### src/rtl/async_mp_tx_pkg.sv
package async_mp_tx_pkg;

  // kind of optional bit placed between data and stop bits
  typedef enum logic [1:0] {
    XB_NONE   = 2'd0,
    XB_PARITY = 2'd1,
    XB_MARK   = 2'd2
  } extra_e;

  // marker mode takes precedence and suppresses parity
  function automatic extra_e pick_extra(logic par_en, logic mp_en);
    if (mp_en)  return XB_MARK;
    if (par_en) return XB_PARITY;
    return XB_NONE;
  endfunction

  // total number of bit periods of one frame
  function automatic int frame_len(int data_w, extra_e kind, logic two_stop);
    int n;
    n = 1 + data_w;
    if (kind != XB_NONE) n = n + 1;
    n = n + (two_stop ? 2 : 1);
    return n;
  endfunction

endpackage

### src/rtl/tx_frame_pack.sv
module tx_frame_pack
  import async_mp_tx_pkg::*;
#(
  parameter int DATA_W  = 8,
  parameter int FRAME_W = DATA_W + 4,
  parameter int CNT_W   = $clog2(FRAME_W + 1)
) (
  input  logic [DATA_W-1:0]  data_i,
  input  logic               mark_i,
  input  logic               par_en_i,
  input  logic               par_odd_i,
  input  logic               mp_en_i,
  input  logic               two_stop_i,
  output logic [FRAME_W-1:0] frame_o,
  output logic [CNT_W-1:0]   len_o
);

  localparam int XPOS = DATA_W + 1;

  // parity: even -> xor of data, odd -> its inverse
  function automatic logic par_bit(logic [DATA_W-1:0] d, logic odd);
    return (^d) ^ odd;
  endfunction

  extra_e kind;

  always_comb begin
    kind              = pick_extra(par_en_i, mp_en_i);
    frame_o           = '1;            // idle/stop level fills the tail
    frame_o[0]        = 1'b0;          // start bit
    frame_o[DATA_W:1] = data_i;        // lsb sent first
    case (kind)
      XB_PARITY: frame_o[XPOS] = par_bit(data_i, par_odd_i);
      XB_MARK:   frame_o[XPOS] = mark_i;
      default:   frame_o[XPOS] = 1'b1; // first stop bit
    endcase
    len_o = CNT_W'(frame_len(DATA_W, kind, two_stop_i));
  end

endmodule

### src/rtl/tx_bit_engine.sv
module tx_bit_engine #(
  parameter int FRAME_W = 12,
  parameter int CNT_W   = $clog2(FRAME_W + 1)
) (
  input  logic               clk,
  input  logic               rst_n,
  input  logic               bit_tick,
  input  logic               load_i,
  input  logic [FRAME_W-1:0] frame_i,
  input  logic [CNT_W-1:0]   len_i,
  output logic               ready_o,
  output logic               line_o
);

  logic               armed_q, busy_q;
  logic [CNT_W-1:0]   cnt_q, len_q;
  logic [FRAME_W-1:0] sh_q;

  // named internal events
  logic accept_evt, launch_evt, last_bit, shift_evt, done_evt;

  assign ready_o    = !armed_q && !busy_q;
  assign accept_evt = load_i && ready_o;
  assign launch_evt = armed_q && bit_tick;
  assign last_bit   = (cnt_q == len_q - CNT_W'(1));
  assign shift_evt  = busy_q && bit_tick && !last_bit;
  assign done_evt   = busy_q && bit_tick && last_bit;
  assign line_o     = busy_q ? sh_q[0] : 1'b1;

  always_ff @(posedge clk or negedge rst_n) begin
    if (!rst_n) begin
      armed_q <= 1'b0;
      busy_q  <= 1'b0;
      cnt_q   <= '0;
      len_q   <= '0;
      sh_q    <= '1;
    end else if (accept_evt) begin
      armed_q <= 1'b1;
      sh_q    <= frame_i;
      len_q   <= len_i;
    end else if (launch_evt) begin
      armed_q <= 1'b0;
      busy_q  <= 1'b1;
      cnt_q   <= '0;
    end else if (shift_evt) begin
      sh_q  <= {1'b1, sh_q[FRAME_W-1:1]};
      cnt_q <= cnt_q + CNT_W'(1);
    end else if (done_evt) begin
      busy_q <= 1'b0;
    end
  end

  AST_IDLE_HIGH: assert property (@(posedge clk) disable iff (!rst_n)
    ready_o |-> line_o);
  AST_START_LOW: assert property (@(posedge clk) disable iff (!rst_n)
    $rose(busy_q) |-> !line_o);
  AST_HOLD_BETWEEN_TICKS: assert property (@(posedge clk) disable iff (!rst_n)
    (busy_q && !bit_tick) |=> $stable(line_o));
  AST_CNT_BOUND: assert property (@(posedge clk) disable iff (!rst_n)
    busy_q |-> (cnt_q < len_q));
  AST_LAST_STOP_HIGH: assert property (@(posedge clk) disable iff (!rst_n)
    done_evt |-> line_o);
  AST_READY_AFTER_DONE: assert property (@(posedge clk) disable iff (!rst_n)
    done_evt |=> ready_o);

endmodule

### src/rtl/async_mp_tx.sv
module async_mp_tx #(
  parameter int DATA_W = 8
) (
  input  logic              clk,
  input  logic              rst_n,
  input  logic              bit_tick,
  input  logic              in_valid,
  output logic              in_ready,
  input  logic [DATA_W-1:0] in_data,
  input  logic              in_mark,
  input  logic              cfg_par_en,
  input  logic              cfg_par_odd,
  input  logic              cfg_mp_en,
  input  logic              cfg_two_stop,
  output logic              tx_line
);

  localparam int FRAME_W = DATA_W + 4;
  localparam int CNT_W   = $clog2(FRAME_W + 1);

  logic [FRAME_W-1:0] frame_w;
  logic [CNT_W-1:0]   len_w;

  tx_frame_pack #(.DATA_W(DATA_W), .FRAME_W(FRAME_W), .CNT_W(CNT_W)) u_pack (
    .data_i     (in_data),
    .mark_i     (in_mark),
    .par_en_i   (cfg_par_en),
    .par_odd_i  (cfg_par_odd),
    .mp_en_i    (cfg_mp_en),
    .two_stop_i (cfg_two_stop),
    .frame_o    (frame_w),
    .len_o      (len_w)
  );

  tx_bit_engine #(.FRAME_W(FRAME_W), .CNT_W(CNT_W)) u_engine (
    .clk      (clk),
    .rst_n    (rst_n),
    .bit_tick (bit_tick),
    .load_i   (in_valid),
    .frame_i  (frame_w),
    .len_i    (len_w),
    .ready_o  (in_ready),
    .line_o   (tx_line)
  );

  AST_ACCEPT_DROPS_READY: assert property (@(posedge clk) disable iff (!rst_n)
    (in_valid && in_ready) |=> !in_ready);

endmodule

### config.mk
export PLATFORM = sky130hd
export DESIGN_NAME = async_mp_tx
export DESIGN_NICKNAME = d
export VERILOG_FILES = /design/src/rtl/async_mp_tx_pkg.sv /design/src/rtl/tx_frame_pack.sv /design/src/rtl/tx_bit_engine.sv /design/src/rtl/async_mp_tx.sv
export SDC_FILE = /design/constraint.sdc
export NUM_CORES = 1
export LEC_CHECK = 0
export BUFFER_PORTS_ARGS = -buffer_cell sky130_fd_sc_hd__buf_2
export CELL_PAD_IN_SITES_DETAIL_PLACEMENT = 2
export CELL_PAD_IN_SITES_GLOBAL_PLACEMENT = 2
export CORE_MARGIN = 2
export CORE_UTILIZATION = 35
export DETAILED_ROUTE_END_ITERATION = 12
export PLACE_DENSITY = 0.86
export SETUP_SLACK_MARGIN = 0.5
export SYNTH_ARGS = -nofsm -noshare
export SYNTH_HDL_FRONTEND = slang
export SYNTH_SLANG_ARGS = --single-unit
export TNS_END_PERCENT = 30
### constraint.sdc
create_clock -name clk -period 2.4 [get_ports clk]
set_input_delay 0.36 -clock clk [delete_from_list [all_inputs] [get_ports clk]]
set_output_delay 0.36 -clock clk [all_outputs]
set_load 0.05 [all_outputs]
# --- Word level (Yosys, flattened, before mapping) ---
# Cells that the tools add are included.
classes:
  addsub: 3
  mul: 0
  div: 0
  magnitude_cmp: 0
  eq_ne: 5
  shifts: 0
  mux: 21
  bitwise: 2
  n_reduce_logical: 18
op_table:
  columns: ["operator", "count"]
  rows:
  - ["12-bit 2-to-1 mux", 3]
  - ["2-bit 2-to-1 mux", 6]
  - ["2-bit nonzero test", 5]
  - ["1-bit 2-to-1 mux", 9]
  - ["4-bit 2-to-1 mux", 2]
  - ["8-bit XOR reduction", 1]
  - ["1-bit logical AND", 6]
  - ["4-bit by 1-bit adder with 4-bit output (second input constant)", 1]
  - ["4-bit adder", 1]
  - ["4-bit equality test", 1]
  - ["2-bit by 1-bit inequality test with 1-bit output (second input constant)", 2]
  - ["2-bit AND reduction", 2]
  - ["4-bit by 1-bit subtractor with 4-bit output (second input constant)", 1]
  - ["1-bit zero test", 3]
  - ["3-bit AND reduction", 1]
  - ["2-bit by 1-bit equality test with 1-bit output (second input constant)", 1]
  - ["2-bit equality test (second input constant)", 1]
  - ["1-bit case mux with 2 select lines", 1]
  - ["1-bit NOT", 1]
  - ["1-bit XOR", 1]
word_totals:
  ff_bits: 22
  latchBits: 0
  ramBits: 0
  rom_bits: 0
  wordCells: 54
  n_memories: 0

# --- Logic depth before layout (Yosys ltp) ---
# Gate-level depths: netlist (run 1).
depth:
  depth_word: 7
  depth_mapped: 8
  depth_no_buf: 7

# --- Modules after synthesis ---
# From an unflattened synthesis (run 1), not the netlist that was laid out.
unflattened:
  hier_cells: 191
  hier_area_um2: 1788.0
modules_own_cells:
  columns: ["module", "n_inst", "cells_per_inst", "area_each_um2", "seq_area_each_um2"]
  rows:
  - ["tx_bit_engine", 1, 163, 1566.5, 565.5]
  - ["tx_frame_pack", 1, 28, 221.5, 0.0]

# --- Least setup slack after synthesis (run 1) ---
# OpenSTA, ideal clock, no wires.
synth_path:
  path_kind: "register to register"
  start: "register u_engine.armed_q"
  end: "register u_engine.sh_q[9]"
  arrival_time_ns: 2.114
  required_time_ns: 2.303
  slack_ns: 0.190
  stages_incl_launch_ff: 9
  n_path_buf: 3
  synth_period_minus_slack_ns: 2.210
  cell_sequence: "dfrtp_1 > buf_2 > nor2_1 > and2_1 > clkbuf_1 > clkbuf_1 > nand3b_1 > o31ai_1 > a31oi_1"
synth_between:
  elab_chain_len: 5
  elab_cells_between_ends: 8
  classes_between: "eq/ne (1); mux (1); reduce/logical (6)"
synth_rtl:
  columns: ["element", "line", "source"]
  rows:
  - ["start, declared", "tx_bit_engine.sv:15", "logic armed_q, busy_q;"]
  - ["start signal, assigned", "tx_bit_engine.sv:32", "armed_q <= 1'b0;"]
  - ["start signal, assigned", "tx_bit_engine.sv:38", "armed_q <= 1'b1;"]
  - ["start signal, assigned", "tx_bit_engine.sv:42", "armed_q <= 1'b0;"]
  - ["1-bit zero test *", "tx_bit_engine.sv:22", "assign ready_o = !armed_q && !busy_q;"]
  - ["1-bit logical AND *", "tx_bit_engine.sv:22", null]
  - ["named net in_ready", "async_mp_tx.sv:8", "output logic in_ready,"]
  - ["1-bit logical AND *", "tx_bit_engine.sv:23", "assign accept_evt = load_i && ready_o;"]
  - ["2-bit by 1-bit inequality test with 1-bit output (no line) or 2-bit nonzero test (tied branches)", null, null]
  - ["2-bit AND reduction (no line)", null, null]
  - ["end signal, assigned", "tx_bit_engine.sv:39", "sh_q <= frame_i;"]
  - ["end signal, assigned", "tx_bit_engine.sv:46", "sh_q <= {1'b1, sh_q[FRAME_W-1:1]};"]
  - ["end, declared", "tx_bit_engine.sv:17", "logic [FRAME_W-1:0] sh_q;"]
# The timed path passes the listed nets; every way through them passes the cells marked *.
# A chain may end at the register's enable or synchronous reset.

# --- Final worst setup path (run 1) ---
layout_path:
  start: "register u_engine.len_q[0]"
  end: "register u_engine.sh_q[9]"
layout_between:
  elab_chain_len: 6
layout_rtl:
  columns: ["element", "line", "source"]
  rows:
  - ["start, declared", "tx_bit_engine.sv:16", "logic [CNT_W-1:0] cnt_q, len_q;"]
  - ["start signal, assigned", "tx_bit_engine.sv:40", "len_q <= len_i;"]
  - ["4-bit by 1-bit subtractor with 4-bit output", "tx_bit_engine.sv:25", "assign last_bit = (cnt_q == len_q - CNT_W'(1));"]
  - ["4-bit equality test", "tx_bit_engine.sv:25", null]
  - ["1-bit zero test", "tx_bit_engine.sv:26", "assign shift_evt = busy_q && bit_tick && !last_bit;"]
  - ["1-bit logical AND", "tx_bit_engine.sv:26", null]
  - ["2-bit nonzero test (no line)", null, null]
  - ["2-bit AND reduction (no line)", null, null]
# No other way between the ends.

==> results of run 1 <==
power by group through the flow:
stage / Clock (mW) / Sequential, mW / Combinational [mW]
after floorplan: 0 / 0.621 / 0.622
after global placement: 0 / 0.672 / 0.707
after detailed placement: 0 / 0.685 / 0.749
after CTS: 0.287 / 0.671 / 0.981
after global routing: 0.300 / 0.697 / 1.10
final: 0.283 / 0.674 / 1.01
synth_stat cells, types with 2 or more instances:
master / instances / area (µm²)
clkbuf_1: 2 / 7.51
nand3_1: 2 / 10.0
mux2i_1: 2 / 20.0
xnor2_1: 9 / 78.8
nand2b_1: 2 / 12.5
ha_1: 4 / 50.1
a21o_1: 7 / 52.6
inv_1: 3 / 11.3
nand2_1: 11 / 41.3
a22o_1: 8 / 70.1
dfrtp_1: 10 / 250
xor2_1: 4 / 35.0
nor2_1: 3 / 11.3
a21oi_1: 5 / 25.0
dfstp_2: 10 / 263
o21ai_0: 4 / 20.0
worst reg2reg max path, stage by stage (launching register included):
cell and delay, ns:
dfrtp_1 0.43, inv_2 0.11, ha_4 0.13, xnor3_1 0.21
and3_4 0.21, a211oi_4 0.34, buf_6 0.17, o31ai_2 0.06
a31oi_1 0.23
per-stage QoR:
| stage | setup slack (ns) | hold WS [ns] | instance area [µm²] |
|---|---|---|---|
| 2_1_floorplan | 0.495 | 0.0644 | 1120 |
| 3_3_place_gp | 0.329 | 0.331 | 1260 |
| 3_5_place_dp | 0.127 | 0.343 | 1260 |
| 4_1_cts | 0.494 | 0.299 | 1450 |
| 5_1_grt | 0.354 | 0.313 | 1460 |
| 6_report | 0.440 | 0.310 | 1460 |
per-layer routing:
metal / up-vias / track usage / routed length [µm]
li1: 425 / - / -
met1: 459 / 0.217 / 1230
met2: 14 / 0.399 / 1880
met3: 4 / 0.0213 / 49
met4: 0 / 0.0667 / 48
met5: - / 0 / 0
cell families after synthesis:
logic type / Yosys count / synth area share
flops: 20 / 0.461
compound gates: 31 / 0.210
buf+inv: 7 / 0.0315
mux: 2 / 0.0180
xor+xnor: 14 / 0.122
simple gates: 25 / 0.112
fa+ha+maj: 4 / 0.0449
state kept, by name, indices dropped and copies added (netlist names):
signal,cells
u_engine.sh_q,10
u_engine.busy_q,1
u_engine.armed_q,1
u_engine.len_q,4
u_engine.cnt_q,4
worst paths after layout:
path	end	slack, ns	start
max in group asynchronous	u_engine.sh_q[8]	1.55	rst_n
min in group asynchronous	u_engine.cnt_q[1]	0.51	rst_n
min	u_engine.cnt_q[3]	0.31	bit_tick
min reg2reg	u_engine.sh_q[8]	0.50	u_engine.sh_q[8]
max reg2reg	u_engine.sh_q[9]	0.44	u_engine.len_q[0]
max	u_engine.sh_q[9]	0.44	u_engine.len_q[0]
cell type report:
type                            count  area (µm²)
Timing Repair Buffer               31         223
Clock inverter                      1        30.0
Inverter                            3        11.3
Tap cell                           44        55.1
Multi-Input combinational cell     76         603
Clock buffer                        3        22.5
Fill cell                         324        1570
Sequential cell                    20         513
timing repair:
action | 4_1_cts | 5_1_grt
setup endpoints to repair | 14 | 13
buffers inserted | 9 | 1
hold buffers | 1 | 0
endpoints found under the hold margin | 6 | 0
gates resized for setup | 10 | 0
cloned | 0 | 0
pin swaps | 3 | 0
==> results.sh, run 1 <==
export IMPL_outcome="complete, no violations"
export IMPL_crit_family="compound AO/OA/AOI/OAI gates"
export IMPL_synth_nets=124
export IMPL_place_congestion=0.715
export IMPL_viasPerCell=5.07
export IMPL_synth_distinct_cells=33
export IMPL_final_hold_viol_count=0
export IMPL_rows=20
export IMPL_peakVddDrop_uv=548
export IMPL_die_area_um2=3650
export IMPL_p_int_mw=1.23
export IMPL_fin_util=0.481
export IMPL_start_kind="flip-flop"
export IMPL_netlist_area_um2=1110
export IMPL_routed_wl_mm=3.21
export IMPL_cts_buffer_depth=2
export IMPL_cts_clk_slew_worst_paths_ns=0.12
export IMPL_cellLeakagePower_nw=0.686
export IMPL_num_vias=902
export IMPL_critPathMaxStageDelay_ns=0.43
export IMPL_min_period_ns=1.96
export IMPL_async_reset_ff_frac=1.00
export IMPL_r2r_cells=8
export IMPL_layout_cells_non_filler=178
export IMPL_swShare=0.374
export IMPL_cp_cell_sequence="inv_2 > ha_4 > xnor3_1 > and3_4 > a211oi_4 > buf_6 > o31ai_2 > a31oi_1"
export IMPL_dp_cells=163
export IMPL_worstSkewPairLatency_ns=0.31
export IMPL_pwr_share_seq=0.342
export IMPL_cts_made_buffers=3
export IMPL_grt_max_degree=21
export IMPL_fp_dieH_um=60.4
export IMPL_cts_tree="done"
export IMPL_max_slew_worst_pin_slew_ns=0.471
export IMPL_drc=0
export IMPL_drt_iter0_markers=20
export IMPL_cp_max_fo=4
export IMPL_slowest_stage="dfrtp_1"
export IMPL_grt_first_pass_wirelength_mm=5.18
export IMPL_power_total_mw=1.97
export IMPL_fin_skew_ns=0.00448
export IMPL_syn_inst=103
export IMPL_slew_headroom=0.685
export IMPL_drtPass1Iterations=4
export IMPL_synth_seq_area_share=0.461
export IMPL_nNetsFinal=156
export IMPL_clock_sinks=20
export IMPL_antenna_found_initial=0
export IMPL_switchingPower_mw=0.737
export IMPL_cp_data_arrival_time_ns=2.18
export IMPL_grt_pass1_vias=1049
export IMPL_crit_cells=8
export IMPL_synth_main_ff_cell="dfstp_2"
export IMPL_setup_tns_ns=0
export IMPL_holdPathStages=2
export IMPL_antenna_cells=0
export IMPL_cp_num_buf_inv=2
export IMPL_max_freq_ghz=0.510
export IMPL_ys_warn_count=0
export IMPL_drv_slew=0
export IMPL_setup_worst_path_end_class="flip-flop"
export IMPL_grt_use_total=0.200
export IMPL_core_area_um2=3030
export IMPL_p_clk_frac=0.144
export IMPL_layout_common_cells="buf_2 (18), nand2_1 (11), dfrtp_1 (10), dfstp_2 (10)"
export IMPL_min_path_type="in -> reg"
export IMPL_rsz0062_at_grt="yes"
export IMPL_areaGrowthSynthToFinish_pct=30.9
export IMPL_drive_gt1_frac=0.410
export IMPL_port_buffer_count=18
export IMPL_power_density_nw_per_um2=1350
export IMPL_cts_htree_levels=1
export IMPL_cts_root_buf="clkbuf_4"
export IMPL_synth_seq_cells=20
export IMPL_hpwl_mm=2.14
export IMPL_gr_total_overflow=0
export IMPL_die_x_um=60.4
export IMPL_synth_edf_count=0
export IMPL_drtAntennaViolNets=0
export IMPL_finalSetupViolCount=0
export IMPL_start_util=0.368
export IMPL_post_route_period_util=0.817
export IMPL_drv_cap=0
export IMPL_worstSetupPathType="reg -> reg"
export IMPL_cp_required_ns=2.62
export IMPL_ios=19
export IMPL_power_frac_comb=0.515
export IMPL_syn_area_per_cell_um2=10.8
export IMPL_layout_commonest_cell="buf_2"
export IMPL_wl_per_cell_um=18.1
No activity file was read; power rests on OpenSTA's default activity.
==> run 2, diff against run 1 <==
CORE_UTILIZATION = 31   (was 35)
PLACE_DENSITY = 0.82   (was 0.86)
clock period = 1.68 ns   (was 2.4 ns; I/O delays follow)
==> results.sh, run 2 (same netlist as run 1, synthesis figures left out) <==
export IMPL_dp_cells=173
export IMPL_drt_iter0_markers=35
export IMPL_drtPass1Iterations=4
export IMPL_slowest_stage="dfrtp_1"
export IMPL_max_freq_ghz=0.537
export IMPL_cp_required_ns=1.89
export IMPL_num_vias=907
export IMPL_path_common_cell="buf_4"
export IMPL_rows=21
export IMPL_min_from="in_data[6]"
export IMPL_fin_hold_ws_ns=0.187
export IMPL_cts_clk_slew_worst_paths_ns=0.12
export IMPL_start_util=0.329
export IMPL_peakVddDrop_uv=454
export IMPL_min_path_type="in -> reg"
export IMPL_stdcell_area_um2=1450
export IMPL_cts_made_buffers=3
export IMPL_die_x_um=63.9
export IMPL_cp_max_fo=4
export IMPL_nNetsFinal=159
export IMPL_critPathMaxStageDelay_ns=0.42
export IMPL_fin_util=0.429
export IMPL_setup_slack_ns=-0.182
export IMPL_port_buffer_count=18
export IMPL_place_congestion=0.744
export IMPL_timing_rr_start="u_engine.len_q[1]"
export IMPL_largest_reg_flops=10
export IMPL_antenna_cells=0
export IMPL_grt_first_pass_wirelength_mm=4.97
export IMPL_rsz0062_at_grt="yes"
export IMPL_setup_tns_ns=-1.61
export IMPL_fillCellCount=359
export IMPL_r2r_cells=9
export IMPL_drive_gt1_frac=0.431
export IMPL_worstSkewPairLatency_ns=0.32
export IMPL_cts_tree="done"
export IMPL_start_kind="flip-flop"
export IMPL_cts_htree_levels=1
export IMPL_areaGrowthSynthToFinish_pct=30.6
export IMPL_drv_cap=0
export IMPL_die_area_um2=4090
export IMPL_grt_pass1_vias=978
export IMPL_cts_root_buf="clkbuf_4"
export IMPL_cellLeakagePower_nw=0.685
export IMPL_crit_cells=9
export IMPL_failed_checks="setup timing"
export IMPL_grt_use_total=0.159
export IMPL_ios=19
export IMPL_slew_headroom=0.687
export IMPL_outcome="finished with violations"
export IMPL_hold_end="u_engine.sh_q[7]"
export IMPL_cp_cell_sequence="inv_2 > ha_4 > xnor3_1 > and3_4 > buf_4 > a21oi_1 > buf_4 > mux2i_1 > o2bb2ai_1"
export IMPL_holdPathStages=3
export IMPL_grt_max_degree=21
export IMPL_post_route_period_util=1.11
export IMPL_drc=0
export IMPL_multi_input_area_um2=613
export IMPL_antenna_found_initial=0
export IMPL_layout_common_cells="buf_2 (16), buf_4 (13), nand2_1 (10), dfrtp_1 (10), dfstp_2 (10)"
export IMPL_regMostFlops="u_engine.sh_q"
export IMPL_viasPerCell=4.96
export IMPL_fin_skew_ns=0.00547
export IMPL_cts_buffer_depth=2
export IMPL_drv_slew=0
export IMPL_place_area_um2=1320
export IMPL_hpwl_mm=2.16
export IMPL_crit_family="flip-flops"
export IMPL_drtAntennaViolNets=0
export IMPL_core_area_um2=3390
export IMPL_clock_sinks=20
export IMPL_power_density_nw_per_um2=1840
export IMPL_rrSetupSlack_ns=-0.18
export IMPL_cp_num_buf_inv=3
export IMPL_gr_total_overflow=0
export IMPL_reg_top3="u_engine.sh_q (10), u_engine.cnt_q (4), u_engine.len_q (4)"
export IMPL_setup_worst_path_end_class="flip-flop"
export IMPL_layout_commonest_cell="buf_2"
export IMPL_worstSetupPathType="reg -> reg"
export IMPL_r2r_end="u_engine.cnt_q[1]"
export IMPL_finalSetupViolCount=14
export IMPL_routed_wl_mm=2.96
export IMPL_layout_cells_non_filler=183
export IMPL_cp_data_arrival_time_ns=2.08
export IMPL_min_period_ns=1.86
export IMPL_fp_dieH_um=63.9
export IMPL_wl_per_cell_um=16.2
export IMPL_final_hold_viol_count=0
export IMPL_ff_latch_area_um2=513
export IMPL_max_slew_worst_pin_slew_ns=0.470
[run 2: cell count changes in the layout (fill, tap and decap cells not counted), moves of 2 or more]
cell / delta
buf_12: -2
buf_4: +5
buf_6: +2
buf_2: -2
[run 2: tightest hold or removal path, delay by kind of cell]
kind	cells	cell delay, ns
buffers and inverters	1	0.11
AOI/OAI and AO/OA	1	0.05
and+or+nand+nor	1	0.10
[run 2: layer usage]
layer  share of wire  vias to the layer above  global-route usage
li1                -                      429                   -
met1            0.41                      456               0.196
met4           0.019                        0              0.0652
met2            0.54                       17               0.281
met3           0.028                        5              0.0176
met5               0                        -                   0
[run 2: area by class of cell]
type,instances,area share
multi-input cells,76,0.422
flip-flops and latches,20,0.353
repair buffers,34,0.160
well taps,46,0.0396
clock buffers,4,0.0181
inverters,3,0.00775
[run 2: report_power, final]
| part | total, mW | internal, mW | switching [mW] |
|---|---|---|---|
| Combinational | 1.48 | 0.777 | 0.701 |
| Sequential | 0.935 | 0.763 | 0.173 |
| Clock | 0.258 | 0.0929 | 0.165 |
| Total | 2.67 | 1.63 | 1.04 |
[run 2: worst max-delay path by stage]
stage                                  from                end  slack [ns]
after detailed placement  u_engine.len_q[0]   u_engine.sh_q[5]       -0.20
after floorplan           u_engine.len_q[0]   u_engine.sh_q[7]       -0.03
after global placement    u_engine.len_q[0]   u_engine.sh_q[1]       -0.06
after CTS                 u_engine.len_q[1]   u_engine.sh_q[2]       -0.21
final                     u_engine.len_q[1]  u_engine.cnt_q[1]       -0.18
after global routing      u_engine.len_q[0]   u_engine.sh_q[7]       -0.28
[run 2: per-stage QoR]
step / worst slack, ns / power [mW]
after detailed placement: -0.203 / 2.16
final: -0.182 / 2.67
after floorplan: -0.0307 / 1.79
after global routing: -0.279 / 2.87
after global placement: -0.0600 / 2.06
after CTS: -0.213 / 2.65
[run 2: what timing repair did]
item,CTS,global route
hold buffers,1,0
cloned,0,0
endpoints found under the setup margin,18,21
setup buffers,4,1
pin swaps,5,9
resized for setup,16,2
hold endpoints to repair,10,0
